$ cat src/rtl/hlc_pkg.sv
package hlc_pkg;
  localparam int DATA_W = 4;
  localparam int CHK_W  = 3;
  localparam int CW_W   = DATA_W + CHK_W;
  localparam int BYTE_W = 2 * DATA_W;

  // place data bits at non-power-of-two positions, then fill even-parity checks
  function automatic logic [CW_W-1:0] hlc_encode(input logic [DATA_W-1:0] d);
    logic [CW_W-1:0] w;
    logic par;
    int j;
    w = '0;
    j = 0;
    for (int p = 1; p <= CW_W; p++) begin
      if ((p & (p - 1)) != 0) begin
        w[p-1] = d[j];
        j++;
      end
    end
    for (int k = 0; k < CHK_W; k++) begin
      par = 1'b0;
      for (int p = 1; p <= CW_W; p++) begin
        if (((p >> k) & 1) == 1) par = par ^ w[p-1];
      end
      w[(1 << k) - 1] = par;
    end
    return w;
  endfunction

  function automatic logic [CHK_W-1:0] hlc_syndrome(input logic [CW_W-1:0] w);
    logic [CHK_W-1:0] s;
    s = '0;
    for (int k = 0; k < CHK_W; k++) begin
      for (int p = 1; p <= CW_W; p++) begin
        if (((p >> k) & 1) == 1) s[k] = s[k] ^ w[p-1];
      end
    end
    return s;
  endfunction

  function automatic logic [DATA_W-1:0] hlc_extract(input logic [CW_W-1:0] w);
    logic [DATA_W-1:0] d;
    int j;
    d = '0;
    j = 0;
    for (int p = 1; p <= CW_W; p++) begin
      if ((p & (p - 1)) != 0) begin
        d[j] = w[p-1];
        j++;
      end
    end
    return d;
  endfunction
endpackage

$ cat src/rtl/hlc_encoder.sv
module hlc_encoder
  import hlc_pkg::*;
(
  input  logic              clk,
  input  logic              rst,
  input  logic              in_valid,
  output logic              in_ready,
  input  logic [BYTE_W-1:0] in_byte,
  output logic              out_valid,
  input  logic              out_ready,
  output logic [CW_W-1:0]   out_word
);
  logic [CW_W-1:0]   word_q;
  logic [DATA_W-1:0] hi_q;
  logic              second_q;
  logic              valid_q;

  // free when empty, or when the high word leaves this cycle
  assign in_ready  = !valid_q || (second_q && out_ready);
  assign out_valid = valid_q;
  assign out_word  = word_q;

  always_ff @(posedge clk) begin
    if (rst) begin
      valid_q  <= 1'b0;
      second_q <= 1'b0;
    end else if (in_valid && in_ready) begin
      word_q   <= hlc_encode(in_byte[DATA_W-1:0]);
      hi_q     <= in_byte[BYTE_W-1:DATA_W];
      second_q <= 1'b0;
      valid_q  <= 1'b1;
    end else if (valid_q && out_ready) begin
      if (!second_q) begin
        word_q   <= hlc_encode(hi_q);
        second_q <= 1'b1;
      end else begin
        valid_q  <= 1'b0;
      end
    end
  end

  AST_TX_CODEWORD: assert property (@(posedge clk) disable iff (rst)
    out_valid |-> (hlc_syndrome(out_word) == '0));
  AST_TX_HOLD: assert property (@(posedge clk) disable iff (rst)
    (out_valid && !out_ready) |=> (out_valid && $stable(out_word)));
  AST_TX_PAIR: assert property (@(posedge clk) disable iff (rst)
    (out_valid && out_ready && !second_q) |=> out_valid);
  AST_TX_RESET: assert property (@(posedge clk)
    rst |=> !out_valid);
endmodule

$ cat src/rtl/hlc_decoder.sv
module hlc_decoder
  import hlc_pkg::*;
(
  input  logic              clk,
  input  logic              rst,
  input  logic              in_valid,
  output logic              in_ready,
  input  logic [CW_W-1:0]   in_word,
  output logic              out_valid,
  input  logic              out_ready,
  output logic [BYTE_W-1:0] out_byte,
  output logic [CHK_W-1:0]  out_syn_lo,
  output logic [CHK_W-1:0]  out_syn_hi
);
  logic [CHK_W-1:0]  syn;
  logic [CW_W-1:0]   fixed;
  logic [DATA_W-1:0] nib;
  logic              have_lo_q;
  logic [DATA_W-1:0] lo_q;
  logic [CHK_W-1:0]  lo_syn_q;
  logic              valid_q;
  logic [BYTE_W-1:0] byte_q;
  logic [CHK_W-1:0]  syn_lo_q;
  logic [CHK_W-1:0]  syn_hi_q;

  always_comb begin
    syn   = hlc_syndrome(in_word);
    fixed = in_word;
    for (int p = 1; p <= CW_W; p++) begin
      if (syn == CHK_W'(p)) fixed[p-1] = ~in_word[p-1];
    end
    nib = hlc_extract(fixed);
  end

  // a low half can always be stored; a high half needs the output slot
  assign in_ready   = !have_lo_q || !valid_q || out_ready;
  assign out_valid  = valid_q;
  assign out_byte   = byte_q;
  assign out_syn_lo = syn_lo_q;
  assign out_syn_hi = syn_hi_q;

  always_ff @(posedge clk) begin
    if (rst) begin
      have_lo_q <= 1'b0;
      valid_q   <= 1'b0;
    end else begin
      if (valid_q && out_ready) valid_q <= 1'b0;
      if (in_valid && in_ready) begin
        if (!have_lo_q) begin
          lo_q      <= nib;
          lo_syn_q  <= syn;
          have_lo_q <= 1'b1;
        end else begin
          byte_q    <= {nib, lo_q};
          syn_lo_q  <= lo_syn_q;
          syn_hi_q  <= syn;
          valid_q   <= 1'b1;
          have_lo_q <= 1'b0;
        end
      end
    end
  end

  AST_RD_HOLD: assert property (@(posedge clk) disable iff (rst)
    (out_valid && !out_ready) |=> (out_valid && $stable(out_byte)
      && $stable(out_syn_lo) && $stable(out_syn_hi)));
  AST_RD_NEEDS_PAIR: assert property (@(posedge clk) disable iff (rst)
    (in_valid && in_ready && !have_lo_q && !(valid_q && !out_ready)) |=> !out_valid);
  AST_RD_FIXED_CLEAN: assert property (@(posedge clk) disable iff (rst)
    in_valid |-> (hlc_syndrome(fixed) == '0 || syn == '0));
  AST_RD_RESET: assert property (@(posedge clk)
    rst |=> !out_valid);
endmodule

$ cat src/rtl/nibble_lane_codec.sv
module nibble_lane_codec
  import hlc_pkg::*;
(
  input  logic              clk,
  input  logic              rst,
  input  logic              wr_valid,
  output logic              wr_ready,
  input  logic [BYTE_W-1:0] wr_byte,
  output logic              lane_tx_valid,
  input  logic              lane_tx_ready,
  output logic [CW_W-1:0]   lane_tx,
  input  logic              lane_rx_valid,
  output logic              lane_rx_ready,
  input  logic [CW_W-1:0]   lane_rx,
  output logic              rd_valid,
  input  logic              rd_ready,
  output logic [BYTE_W-1:0] rd_byte,
  output logic [CHK_W-1:0]  rd_syn_lo,
  output logic [CHK_W-1:0]  rd_syn_hi,
  output logic              rd_fix_lo,
  output logic              rd_fix_hi
);
  hlc_encoder u_enc (
    .clk(clk), .rst(rst),
    .in_valid(wr_valid), .in_ready(wr_ready), .in_byte(wr_byte),
    .out_valid(lane_tx_valid), .out_ready(lane_tx_ready), .out_word(lane_tx)
  );

  hlc_decoder u_dec (
    .clk(clk), .rst(rst),
    .in_valid(lane_rx_valid), .in_ready(lane_rx_ready), .in_word(lane_rx),
    .out_valid(rd_valid), .out_ready(rd_ready), .out_byte(rd_byte),
    .out_syn_lo(rd_syn_lo), .out_syn_hi(rd_syn_hi)
  );

  assign rd_fix_lo = |rd_syn_lo;
  assign rd_fix_hi = |rd_syn_hi;
endmodule

$ cat config.mk
export PLATFORM = sky130hd
export DESIGN_NAME = nibble_lane_codec
export DESIGN_NICKNAME = d
export VERILOG_FILES = /design/src/rtl/hlc_pkg.sv /design/src/rtl/hlc_encoder.sv /design/src/rtl/hlc_decoder.sv /design/src/rtl/nibble_lane_codec.sv
export SDC_FILE = /design/constraint.sdc
export NUM_CORES = 1
export LEC_CHECK = 0
export BUFFER_PORTS_ARGS = -buffer_cell sky130_fd_sc_hd__buf_2
export CAP_MARGIN = 20
export CORE_ASPECT_RATIO = 2
export CORE_MARGIN = 10
export CORE_UTILIZATION = 48
export DETAILED_ROUTE_END_ITERATION = 8
export PLACE_DENSITY = 0.74
export REMOVE_ABC_BUFFERS = 1
export SLEW_MARGIN = 25
export SYNTH_ARGS = -nofsm -noshare
export SYNTH_HDL_FRONTEND = slang
export SYNTH_SLANG_ARGS = --single-unit
$ cat constraint.sdc
create_clock -name clk -period 3.85 [get_ports clk]
set_input_delay 0.1925 -clock clk [delete_from_list [all_inputs] [get_ports clk]]
set_output_delay 0.1925 -clock clk [all_outputs]
set_load 0.02 [all_outputs]
---- Yosys cells after proc, flatten, opt, wreduce, memory -nomap -nowiden ----
Index checks and enable logic that the tools add are counted.
word-level totals
  bits in registers ....................... 36
  input port bits ......................... 21
  output and inout bits ................... 27
  logic and storage cells ................. 188
operators by class
  mux-type cells .......................... 110
  bitwise gates (word level) .............. 31
  add/sub/neg operators ................... 4
  reduce and logical (&&, ||, !) cells .... 21
  eq/ne operators ......................... 5
  order comparisons ....................... 6
operators by type and width
  kind                                                          number
  two-way mux 32 bit                                            18
  less-than comparator 32 x 4 -> 1 bit (second input constant)  6
  adder 32 x 2 -> 32 bit (second input constant)                4
  two-way mux 1 bit                                             83
  XOR 1 bit                                                     25
  two-way mux 7 bit                                             3
  binary-select mux 1 bit (select 2 bit)                        6
  == test 3 bit (second input constant)                         3
  AND reduction 3 bit                                           3
  NOT 1 bit                                                     6
  OR reduction 3 bit                                            2
  logical AND 1 bit                                             5
  AND reduction 2 bit                                           2
  nonzero test 2 bit                                            2
  == test 3 x 2 -> 1 bit (second input constant)                1
  zero test 1 bit                                               3
  logical OR 1 bit                                              3
  inequality test 2 bit (second input constant)                 1
  OR reduction 2 bit                                            1

---- Depth between registers and ports, before layout ----
Gate-level depths: netlist (run 1).
  depth in word-level cells ............... 26
  depth in mapped cells ................... 7
  mapped depth without buffers ............ 5

---- By module ----
A second synthesis (run 1) with hierarchy kept.
unflattened totals
  cell total of the unflattened synthesis .. 131
  area total of the unflattened synthesis .. 1751.7 µm²
modules (own cells, without submodules)
  module             instances  area an instance (µm²)  cells each  sequential area each (µm²)
  hlc_decoder        1          1096.1                  88          670.6
  hlc_encoder        1          643.1                   41          370.4
  nibble_lane_codec  1          12.5                    2           0.0

---- Worst setup path before layout (run 1) ----
No wires, ideal clock.
  path type ............................... reg-to-reg
  start point ............................. register u_enc.valid_q, in the netlist u_enc.out_valid
  end point ............................... register u_enc.word_q[2], in the netlist u_enc.out_word[2] (data pin)
  library setup time ...................... 0.260 ns
  cell stages (with the launch flop) ...... 5
  period minus slack after synthesis ...... 1.729 ns
  data required time ...................... 3.590 ns
  setup slack ............................. 2.121 ns
  arrival time ............................ 1.469 ns
  cell sequence ........................... dfxtp_1 > nand2_1 > nand2_1 > clkbuf_1 > mux2_2
on the way
  longest elaborated chain between the ends .. 4
ends and longest elaborated chain
  item                    line                    RTL
  start, declared         hlc_encoder.sv:16       logic valid_q;
  start signal, assigned  hlc_encoder.sv:25       valid_q <= 1'b0;
  start signal, assigned  hlc_encoder.sv:31       valid_q <= 1'b1;
  start signal, assigned  hlc_encoder.sv:37       valid_q <= 1'b0;
  zero test 1 bit         hlc_encoder.sv:19       assign in_ready = !valid_q || (second_q && out_ready);
  logical OR 1 bit        hlc_encoder.sv:19
  named net wr_ready      nibble_lane_codec.sv:7  output logic wr_ready,
  logical AND 1 bit       hlc_encoder.sv:27       end else if (in_valid && in_ready) begin
  two-way mux 7 bit       hlc_encoder.sv:27
  end signal, assigned    hlc_encoder.sv:28       word_q <= hlc_encode(in_byte[DATA_W-1:0]);
  end signal, assigned    hlc_encoder.sv:34       word_q <= hlc_encode(hi_q);
  end, declared           hlc_encoder.sv:13       logic [CW_W-1:0] word_q;
The timed path passes the listed nets, and every way through them passes these cells.
A chain may end at the register's enable or synchronous reset.

---- Worst setup path in the final report (run 1) ----
  start point ............................. register u_dec.have_lo_q
  end point ............................... register u_dec.lo_syn_q[0] (enable)
on the way
  longest elaborated chain between the ends .. 5
  elaborated cells on any way between the ends .. 6
  classes of those cells .................. bitwise: 1; reduce/logical: 5
ends and longest elaborated chain
  item                             line               RTL
  start, declared                  hlc_decoder.sv:18  logic have_lo_q;
  start signal, assigned           hlc_decoder.sv:44  have_lo_q <= 1'b0;
  start signal, assigned           hlc_decoder.sv:52  have_lo_q <= 1'b1;
  start signal, assigned           hlc_decoder.sv:58  have_lo_q <= 1'b0;
  zero test 1 bit                  hlc_decoder.sv:36  assign in_ready = !have_lo_q || !valid_q || out_ready;
  logical OR 1 bit (2 in series)   hlc_decoder.sv:36
  logical AND 1 bit                hlc_decoder.sv:48  if (in_valid && in_ready) begin
  AND reduction 3 bit (no line) *  --
  end signal, assigned             hlc_decoder.sv:51  lo_syn_q <= syn;
  end, declared                    hlc_decoder.sv:20  logic [CHK_W-1:0] lo_syn_q;
Mark *: on every way between the ends. The rest lies on a longest branch, timed or not.

==> results of run 1 <==
-- report_power, final --
| group | switching [mW] | total (mW) | internal [mW] |
|---|---|---|---|
| sequential | 0.00797 | 0.462 | 0.454 |
| combinational | 0.0904 | 0.147 | 0.0567 |
| clock | 0.123 | 0.314 | 0.192 |
| total | 0.221 | 0.923 | 0.702 |
-- registers in the layout, indices dropped and copies added (netlist names) --
register,cells
u_dec.out_byte,8
u_enc.out_word,7
u_dec.lo_q,4
u_enc.hi_q,4
u_dec.lo_syn_q,3
u_dec.out_syn_hi,3
u_dec.out_syn_lo,3
u_dec.have_lo_q,1
u_dec.out_valid,1
u_enc.out_valid,1
u_enc.second_q,1
-- cells in the final DEF (no fill, tap or decap), drive strengths merged, types with 3 or more instances in the layout --
| cell type | n |
|---|---|
| mux2 | 4 |
| dfxtp | 4 |
| nand2b | 3 |
| nor2 | 9 |
| nand2 | 8 |
| a31oi | 3 |
| xor2 | 9 |
| inv | 4 |
| edfxtp | 32 |
| nor3 | 9 |
| clkbuf | 6 |
| a21oi | 13 |
| o21ai | 10 |
| xnor2 | 13 |
| buf | 47 |
-- how the worst min path moves through the flow --
stage | slack [ns] | from | endpoint
after floorplan | 0.26 | rst | u_dec.out_valid
after global placement | 0.37 | wr_byte[4] | u_enc.hi_q[0]
after detailed placement | 0.37 | wr_byte[4] | u_enc.hi_q[0]
after CTS | 0.08 | wr_byte[4] | u_enc.hi_q[0]
after global routing | 0.07 | wr_byte[7] | u_enc.hi_q[3]
final | 0.09 | wr_byte[4] | u_enc.hi_q[0]
-- layout make-up --
class,count,area (um2),share of cell area (%)
clock inverters,2,35.0,1.64
multi-input cells,99,679,31.8
inverters,4,15.0,0.702
well taps,49,61.3,2.87
clock buffers,6,72.6,3.39
repair buffers,47,235,11.0
flip-flops and latches,36,1040,48.7
-- per-stage QoR --
step | util, % | hold slack (ns) | instance area, um2 | cells
floorplan | - | 0.262 | 1730 | 139
global placement | 56.2 | 0.373 | 2030 | 235
detailed placement | 56.2 | 0.374 | 2030 | 235
CTS | 59.2 | 0.0788 | 2130 | 243
global route | 59.3 | 0.0749 | 2140 | 243
finish | 59.3 | 0.0861 | 2140 | 243
-- layer usage --
metal  vias to the layer above  global-route usage (%)
met5                         -                       0
met3                         8                    3.26
met2                        54                    20.5
met4                         0                    6.59
met1                       590                    9.31
li1                        622                       -
-- cell families (layout without fill, tap and decap cells) --
kind of cell / count (synthesis) / count (layout) / synth area share, %
XOR/XNOR: 22 / 22 / 13.1
AO/OA/AOI/OAI: 34 / 34 / 11.3
flip-flops: 36 / 36 / 58.3
AND/OR/NAND/NOR: 39 / 39 / 10.9
buffers and inverters: 12 / 59 / 3.92
multiplexers: 4 / 4 / 2.52
==> key figures, run 1 <==
Clock network
  – CTS tree: yes
  – Root Driver: clkbuf_8
  – Clock Sinks: 36
  – Clock Latency Late Sink: 0.28 ns
  – Hold-fix buffers at CTS: 0
  – CTS HTree Levels: 2
  – Post-CTS Setup Bufs: 0
  – Clock Path Buffers: 2
  – Cts repair resizes: 0
  – CTS Buf Count: 5
  – Reg clk slew, reported paths: 0.07 ns

Pwr
  – Overall power: 923 uW
  – P per Cell Area: 431 nW/um2
  – Maximum vdd drop: 0.256 mV
  – LEAKAGE: 0.797 nW

Floorplan
  – Total die area: 6710 um2
  – Die H: 106 um
  – Starting Density: 49.5%
  – Rows: 31
  – I/O Pins: 48
  – Die X: 63.1 um
  – CORE AREA: 3610 um2

Setup path
  – Worst path max stage delay: 0.81 ns
  – Reg2Reg Launch Point: u_dec.have_lo_q
  – Critical Path Start: u_dec.have_lo_q
  – Largest delay share family, worst path: simple AND/OR/NAND/NOR gates
  – Worst Path Max Fanout: 7
  – Worst Setup End Kind: flop
  – CP Data Required Time: 3.75 ns
  – Startpoint types: flop
  – Worst EP arrival: 1.44 ns
  – WP buf/inv: 0
  – CP max stage cell: nor3b_1
  – Worst setup path end: u_dec.lo_syn_q[0]
  – WS Path Type: reg -> reg
  – Worst R2R Setup Slack: 2.31 ns
  – Worst R2R End: u_dec.lo_syn_q[0]
  – Reg2reg path depth: 1
  – Critical-path cell list: nor3b_1
  – Crit. path cell count: 1

Route
  – DR vias: 1274
  – First-pass DRT Iterations: 4
  – Vias per inst: 5.24
  – Routed WL: 3.54 mm
  – WL/cell: 14.6 um
  – DRT met1 WL: 1.20 mm
  – # DRC: 0
  – Met3 wire len: 225 um
  – Max layer used: met4
  – Number of routed nets with antenna violations: 0
  – Initial drt markers: 12
  – Met2 WL post-DR: 2.03 mm

Logic synthesis
  – Syn Inst Count: 147
  – Asr flop ratio synth: 0%
  – Avg Cell Area, Syn: 12.1 um2
  – Commonest cells in the synthesized netlist: 32 x edfxtp_1, 12 x a21oi_1, 11 x xnor2_1
  – Synth Register Bits: 36
  – Warnings, synthesis: 0
  – Cell taking the most area after synthesis: edfxtp_1
  – Synth unique cells: 33
  – Synth Cell Area: 1790 um2
  – Post-synth top area share: 53.8%
  – Count leader, synth: edfxtp_1
  – Top post-synthesis cells by area: edfxtp_1 54%, xnor2_1 5.4%, dfxtp_1 4.5%
  – Post-synth EDFFs: 32
  – Seq/Total Area, Yosys: 58.3%
  – Top_reg_cell synth: edfxtp_1

Placed design
  – Global placer's final weighted congestion: 0.737
  – Placed wire-length estimate: 2.78 mm
  – Placement Setup Slack: 2.10 ns
  – PortBufs: 47

Timing
  – Clock skew: 0.00512 ns
  – Fin. Hold Viols: 0
  – Setup tns final: 0 ns
  – Relative slew slack: 35.8%
  – Final WS setup: 2.31 ns
  – Period utilization: 40.0%
  – Final setup viols: 0
  – RSZ-0062 raised after global routing: no
  – Max Fclk: 649 MHz
  – Minimum clock period: 1.54 ns
  – Worst Tran Pin Value: 0.961 ns
  – Pins Over Slew Limit: 0

Worst hold path
  – HP Class: in -> reg
  – Hold-critical path depth: 1

Cells and area
  – P&R area growth vs syn: 19.8%
  – Final #Nets: 214
  – FILL cells: 302
  – Antenna Cells: 0
  – Share of layout cells above drive strength 1: 33.5%

Global route
  – Remaining Overflow, GRT: 0
  – First-pass GRT wire length: 5.76 mm
  – Vias in the first global route: 1315
  – Initial antenna violation count: 0
  – GRT Total Usage: 10.8%
  – Largest net degree at the start of global routing: 16

Outcome
  – Status: finished clean

Flow run
  – Max-Cap Viols: 0
Power figures use the tool's default switching activity.
==> run 2, diff against run 1 <==
ABC_AREA = 1   (was unset)
CORE_UTILIZATION = 46   (was 48)
PLACE_DENSITY = 0.75   (was 0.74)
clock period = 1.4 ns   (was 3.85 ns; I/O delays follow)
==> run 2 against run 1 <==
Net effect: synthesized cell count is 9.5% higher; area after synthesis down 8.3%; clock-buffer cell count decreased by 1; sequential power increased to 2.7 times the previous value; via count down 1.5%; clock skew decreased by 0.0019 ns; non-clock buffer count rose by 8; final area fell by 2.6%; first-iteration DRC count decreased by 17%; final cell count is 12% higher; critical path type is now reg -> out; highest routed layer unchanged.
==> key figures, run 2 <==
Pwr
  – P per Cell Area: 1090 nW/um2
  – Maximum vdd drop: 0.705 mV
  – Overall power: 2.26 mW
  – LEAKAGE: 0.944 nW

Timing
  – Relative slew slack: 83.9%
  – Worst Tran Pin Value: 0.240 ns
  – Pins Over Slew Limit: 0
  – RSZ-0062 raised after global routing: no
  – Max Fclk: 785 MHz
  – Minimum clock period: 1.27 ns
  – Hold Slack: 0.0428 ns
  – Setup tns final: 0 ns
  – Fin. Hold Viols: 0
  – Clock skew: 0.00327 ns
  – Final setup viols: 0
  – Period utilization: 91.0%

Logic synthesis
  – Cell taking the most area after synthesis: edfxtp_1
  – Top post-synthesis cells by area: edfxtp_1 59%, nand2_1 13%, dfxtp_1 4.9%
  – Asr flop ratio synth: 0%
  – Count leader, synth: nand2_1
  – Warnings, synthesis: 0
  – Seq/Total Area, Yosys: 63.6%
  – Synth Register Bits: 36
  – Post-synth EDFFs: 32
  – Avg Cell Area, Syn: 10.2 um2
  – Synth Cell Area: 1640 um2
  – Commonest cells in the synthesized netlist: 55 x nand2_1, 32 x edfxtp_1, 12 x inv_1, 12 x nor2_1, 6 x nand2_2
  – Synth unique cells: 23
  – Post-synth top area share: 58.7%
  – Top_reg_cell synth: edfxtp_1
  – Syn Inst Count: 161

Route
  – WL/cell: 11.1 um
  – First-pass DRT Iterations: 4
  – Initial drt markers: 10
  – Number of routed nets with antenna violations: 0
  – Vias per inst: 4.61
  – DR vias: 1255
  – Routed WL: 3.02 mm
  – # DRC: 0

Setup path
  – Worst setup path end: lane_rx_ready
  – Largest delay share family, worst path: flip-flops
  – Reg2reg path depth: 4
  – Worst EP arrival: 1.20 ns
  – Worst Path Max Fanout: 2
  – Worst R2R End: u_enc.out_word[0]
  – Critical-path cell list: inv_1, or2_2, inv_1, nand2_1, buf_2
  – Critical Path Start: u_dec.out_valid
  – Crit. path cell count: 5
  – Reg2Reg Launch Point: u_enc.hi_q[3]
  – WS Path Type: reg -> out
  – CP Data Required Time: 1.33 ns
  – Startpoint types: flop
  – Worst R2R Setup Slack: 0.14 ns
  – WP buf/inv: 3
  – Crit-path most repeated cell: inv_1
  – Worst path max stage delay: 0.33 ns
  – Worst Setup End Kind: output pin
  – CP max stage cell: dfxtp_1

Cells and area
  – Largest register FFs: 8
  – Most frequent cells in the layout: 55 x nand2_1, 47 x buf_2, 32 x edfxtp_1
  – Finished Layout Cells: 272
  – Share of layout cells above drive strength 1: 33.5%
  – P&R area growth vs syn: 27.4%
  – FILL cells: 284
  – Antenna Cells: 0
  – Finished Cell Area: 2080 um2
  – Final #Nets: 244
  – Commonest non-fill, non-tap cell in the layout: nand2_1

Flow run
  – Max-Cap Viols: 0

Global route
  – Initial antenna violation count: 0
  – GRT Total Usage: 9.41%
  – Remaining Overflow, GRT: 0
  – Vias in the first global route: 1204
  – Largest net degree at the start of global routing: 15
  – First-pass GRT wire length: 4.93 mm

Worst hold path
  – HP Class: in -> reg

Placed design
  – PortBufs: 47
  – Placed insts: 260
  – Dpl cell area: 1960 um2
  – Placed wire-length estimate: 2.46 mm
  – Global placer's final weighted congestion: 0.810

Clock network
  – CTS tree: yes
  – CTS Buf Count: 5
  – Post-CTS Setup Bufs: 0
  – CTS HTree Levels: 2
  – Clock Latency Late Sink: 0.28 ns
  – Hold-fix buffers at CTS: 4
  – Clock Sinks: 36
  – Clock Path Buffers: 2
  – Root Driver: clkbuf_8
  – Cts repair resizes: 0
  – Reg clk slew, reported paths: 0.06 ns

Floorplan
  – I/O Pins: 48
  – Die X: 62.2 um
  – Starting Density: 47.9%
  – Die H: 104 um
  – Total die area: 6490 um2
  – CORE AREA: 3420 um2
  – Rows: 30

Outcome
  – Status: finished clean
[run 2: worst min path at each step]
stage                    start               to  slack (ns)  depth (start not counted)
global route               rst  u_enc.out_valid        0.05                          2
detailed placement  wr_byte[7]    u_enc.hi_q[3]        0.25                          1
CTS                        rst  u_dec.have_lo_q        0.04                          2
finish                     rst  u_dec.have_lo_q        0.04                          2
global placement    wr_byte[5]    u_enc.hi_q[1]        0.25                          1
floorplan                  rst  u_dec.have_lo_q        0.14                          1
[run 2: per-layer routing]
layer	global-route usage (%)	routed length [um]	vias up
li1	-	-	658
met5	0	0	-
met2	16.2	1700	35
met1	8.67	1130	560
met4	7.57	48	0
met3	3.13	143	2
[run 2: per-stage QoR]
step	util, %	worst slack (ns)
4_1_cts	61.0	0.107
5_1_grt	61.0	0.0145
3_5_place_dp	57.4	0.141
3_3_place_gp	57.4	0.179
2_1_floorplan	-	-0.268
6_report	61.0	0.126
[run 2: power by group]
part           switching [mW]  leakage, nW  internal [mW]
Sequential             0.0176        0.329           1.24
Combinational           0.217        0.570          0.128
Clock                   0.327       0.0453          0.337
[run 2: logic make-up after synthesis]
kind of cell              after synthesis  synth area share (%)
AOI/OAI and AO/OA                      14                  4.66
xor gates and xnor gates                7                  3.75
buffers and inverters                  17                  3.90
DFF                                    36                  63.6
and+or+nand+nor                        87                  24.1
[run 2: area by class of cell]
type | count | area, um2 | share of cell area (%)
clock buffers | 5 | 68.8 | 3.30
multi-input cells | 108 | 532 | 25.5
well taps | 48 | 60.1 | 2.88
repair buffers | 55 | 305 | 14.6
flip-flops and latches | 36 | 1040 | 49.9
inverters | 17 | 63.8 | 3.06
clock inverters | 3 | 13.8 | 0.660
==> run 3, diff against run 2 <==
ABC_AREA = unset   (was 1)
CORE_UTILIZATION = 47   (was 46)
==> run 3 against run 2 <==
Net effect: total power up 5.8%; first-iteration DRC count grew to 5.5 times the previous value; sequential share of layout area decreased by 4.0 points; combinational power grew 37%; final area is 8.6% higher; clock skew rose by 0.0019 ns; via count rose by 7.7%.
==> key figures, run 3 (same netlist as run 1, synthesis figures left out) <==
Timing
  – Clock skew: 0.00512 ns
  – Minimum clock period: 1.28 ns
  – Fin. Hold Viols: 0
  – Final setup viols: 0
  – Period utilization: 91.1%
  – Max Fclk: 784 MHz
  – Pins Over Slew Limit: 0
  – Worst Tran Pin Value: 0.345 ns
  – RSZ-0062 raised after global routing: no
  – Relative slew slack: 76.8%
  – Hold Slack: 0.0539 ns

Route
  – First-pass DRT Iterations: 5
  – Vias per inst: 5.20
  – Number of routed nets with antenna violations: 0
  – # DRC: 0
  – Routed WL: 3.78 mm
  – DR vias: 1352
  – WL/cell: 14.5 um
  – Initial drt markers: 55

Global route
  – Initial antenna violation count: 0
  – Largest net degree at the start of global routing: 16
  – Vias in the first global route: 1406
  – First-pass GRT wire length: 6.18 mm
  – Remaining Overflow, GRT: 0
  – GRT Total Usage: 11.5%

Cells and area
  – Multi-input gate area: 677 um2
  – Reg area: 1040 um2
  – P&R area growth vs syn: 26.8%
  – Antenna Cells: 0
  – Finished Cell Area: 2260 um2
  – FILL cells: 321
  – Largest register FFs: 8
  – Most frequent cells in the layout: 47 x buf_2, 32 x edfxtp_1, 13 x buf_4
  – Share of layout cells above drive strength 1: 37.0%
  – Commonest non-fill, non-tap cell in the layout: buf_2
  – Final #Nets: 232

Setup path
  – Worst R2R End: u_enc.hi_q[3]
  – Worst Path Max Fanout: 6
  – WS Path Type: reg -> reg
  – Reg2Reg Launch Point: u_enc.second_q
  – Worst Setup End Kind: flop
  – Startpoint types: flop
  – CP max stage cell: dfxtp_1
  – CP Data Required Time: 1.35 ns
  – WP buf/inv: 0
  – Reg2reg path depth: 4
  – Worst EP arrival: 1.23 ns
  – Critical-path cell list: nand2_1, nand2_1, nand2_2, nor2_1
  – Crit-path most repeated cell: nand2_1
  – Worst path max stage delay: 0.36 ns
  – Worst R2R Setup Slack: 0.12 ns
  – Largest delay share family, worst path: simple AND/OR/NAND/NOR gates

Floorplan
  – CORE AREA: 3650 um2
  – Die X: 63.6 um
  – Die H: 107 um
  – Starting Density: 49.0%
  – I/O Pins: 48
  – Total die area: 6810 um2
  – Rows: 31

Pwr
  – Seq pwr share: 52.9%
  – Pint: 1.79 mW
  – P_sw: 603 uW
  – LEAKAGE: 0.870 nW
  – Maximum vdd drop: 0.747 mV
  – P per Cell Area: 1060 nW/um2
  – Clock power frac: 27.3%
  – Comb power frac: 19.8%
  – Switch share: 25.2%
  – Overall power: 2.40 mW

Worst hold path
  – WHS Endpoint: u_dec.out_valid
  – HP Start: rst
  – Hold-critical path depth: 2
  – HP Class: in -> reg

Placed design
  – Global placer's final weighted congestion: 0.739
  – Placed wire-length estimate: 3.03 mm
  – PortBufs: 47
  – Dpl cell area: 2140 um2

Clock network
  – CTS Buf Count: 5
  – Root Driver: clkbuf_8
  – Post-CTS Setup Bufs: 0
  – Clock Latency Late Sink: 0.28 ns
  – Reg clk slew, reported paths: 0.06 ns
  – Clock Path Buffers: 2
  – Clock Sinks: 36
  – CTS tree: yes
  – CTS HTree Levels: 2

Outcome
  – Status: finished clean

Flow run
  – Max-Cap Viols: 0
-- run 3: timing repair --
action / CTS / global route
gates resized for setup: 0 / 1
setup endpoints to repair: 0 / 8
hold endpoints to repair: 4 / 0
hold buffers: 4 / 0
-- run 3: cell type report --
type / count / share of cell area, %
flip-flops and latches: 36 / 46.0
multi-input cells: 99 / 29.9
repair buffers: 65 / 17.3
clock buffers: 6 / 3.20
well taps: 49 / 2.71
inverters: 4 / 0.663
clock inverters: 1 / 0.221
-- run 3: worst max path at each step --
stage                                from           endpoint  slack [ns]  depth (start not counted)
final                      u_enc.second_q      u_enc.hi_q[3]        0.12                          4
after global routing           lane_rx[5]  u_dec.out_byte[5]        0.01                          7
after detailed placement       lane_rx[5]      u_dec.lo_q[1]       -0.13                          7
after floorplan           u_enc.out_valid  u_enc.out_word[2]       -0.20                          3
after global placement         lane_rx[5]  u_dec.out_byte[5]      -0.006                          7
after CTS                  u_enc.second_q      u_enc.hi_q[3]        0.09                          4
-- run 3: power by group through the flow --
stage | clock network [mW] | registers [mW] | logic, mW
final | 0.654 | 1.27 | 0.474
after floorplan | 0 | 1.33 | 0.227
after CTS | 0.676 | 1.27 | 0.472
after global placement | 0 | 1.29 | 0.439
after global routing | 0.722 | 1.27 | 0.519
after detailed placement | 0 | 1.29 | 0.461
-- run 3: stage by stage --
stage,utilization [%],worst slack [ns],instances,setup TNS (ns)
after floorplan,-,-0.200,139,-1.80
after global placement,58.8,-0.00570,249,-0.0114
after detailed placement,58.8,-0.133,249,-0.529
after CTS,62.0,0.0945,260,0
after global routing,62.1,0.0134,260,0
final,62.1,0.124,260,0
-- run 3: layer usage --
metal	GRT usage, %	wire [um]
met5	0	0
met4	8.49	124
met3	3.55	256
met2	21.4	2140
met1	9.74	1260
-- run 3: worst register-to-register path, cell delays in order (launching register included) --
cell	delay, ns
dfxtp_1	0.36
nand2_1	0.06
nand2_1	0.11
nand2_2	0.13
nor2_1	0.29
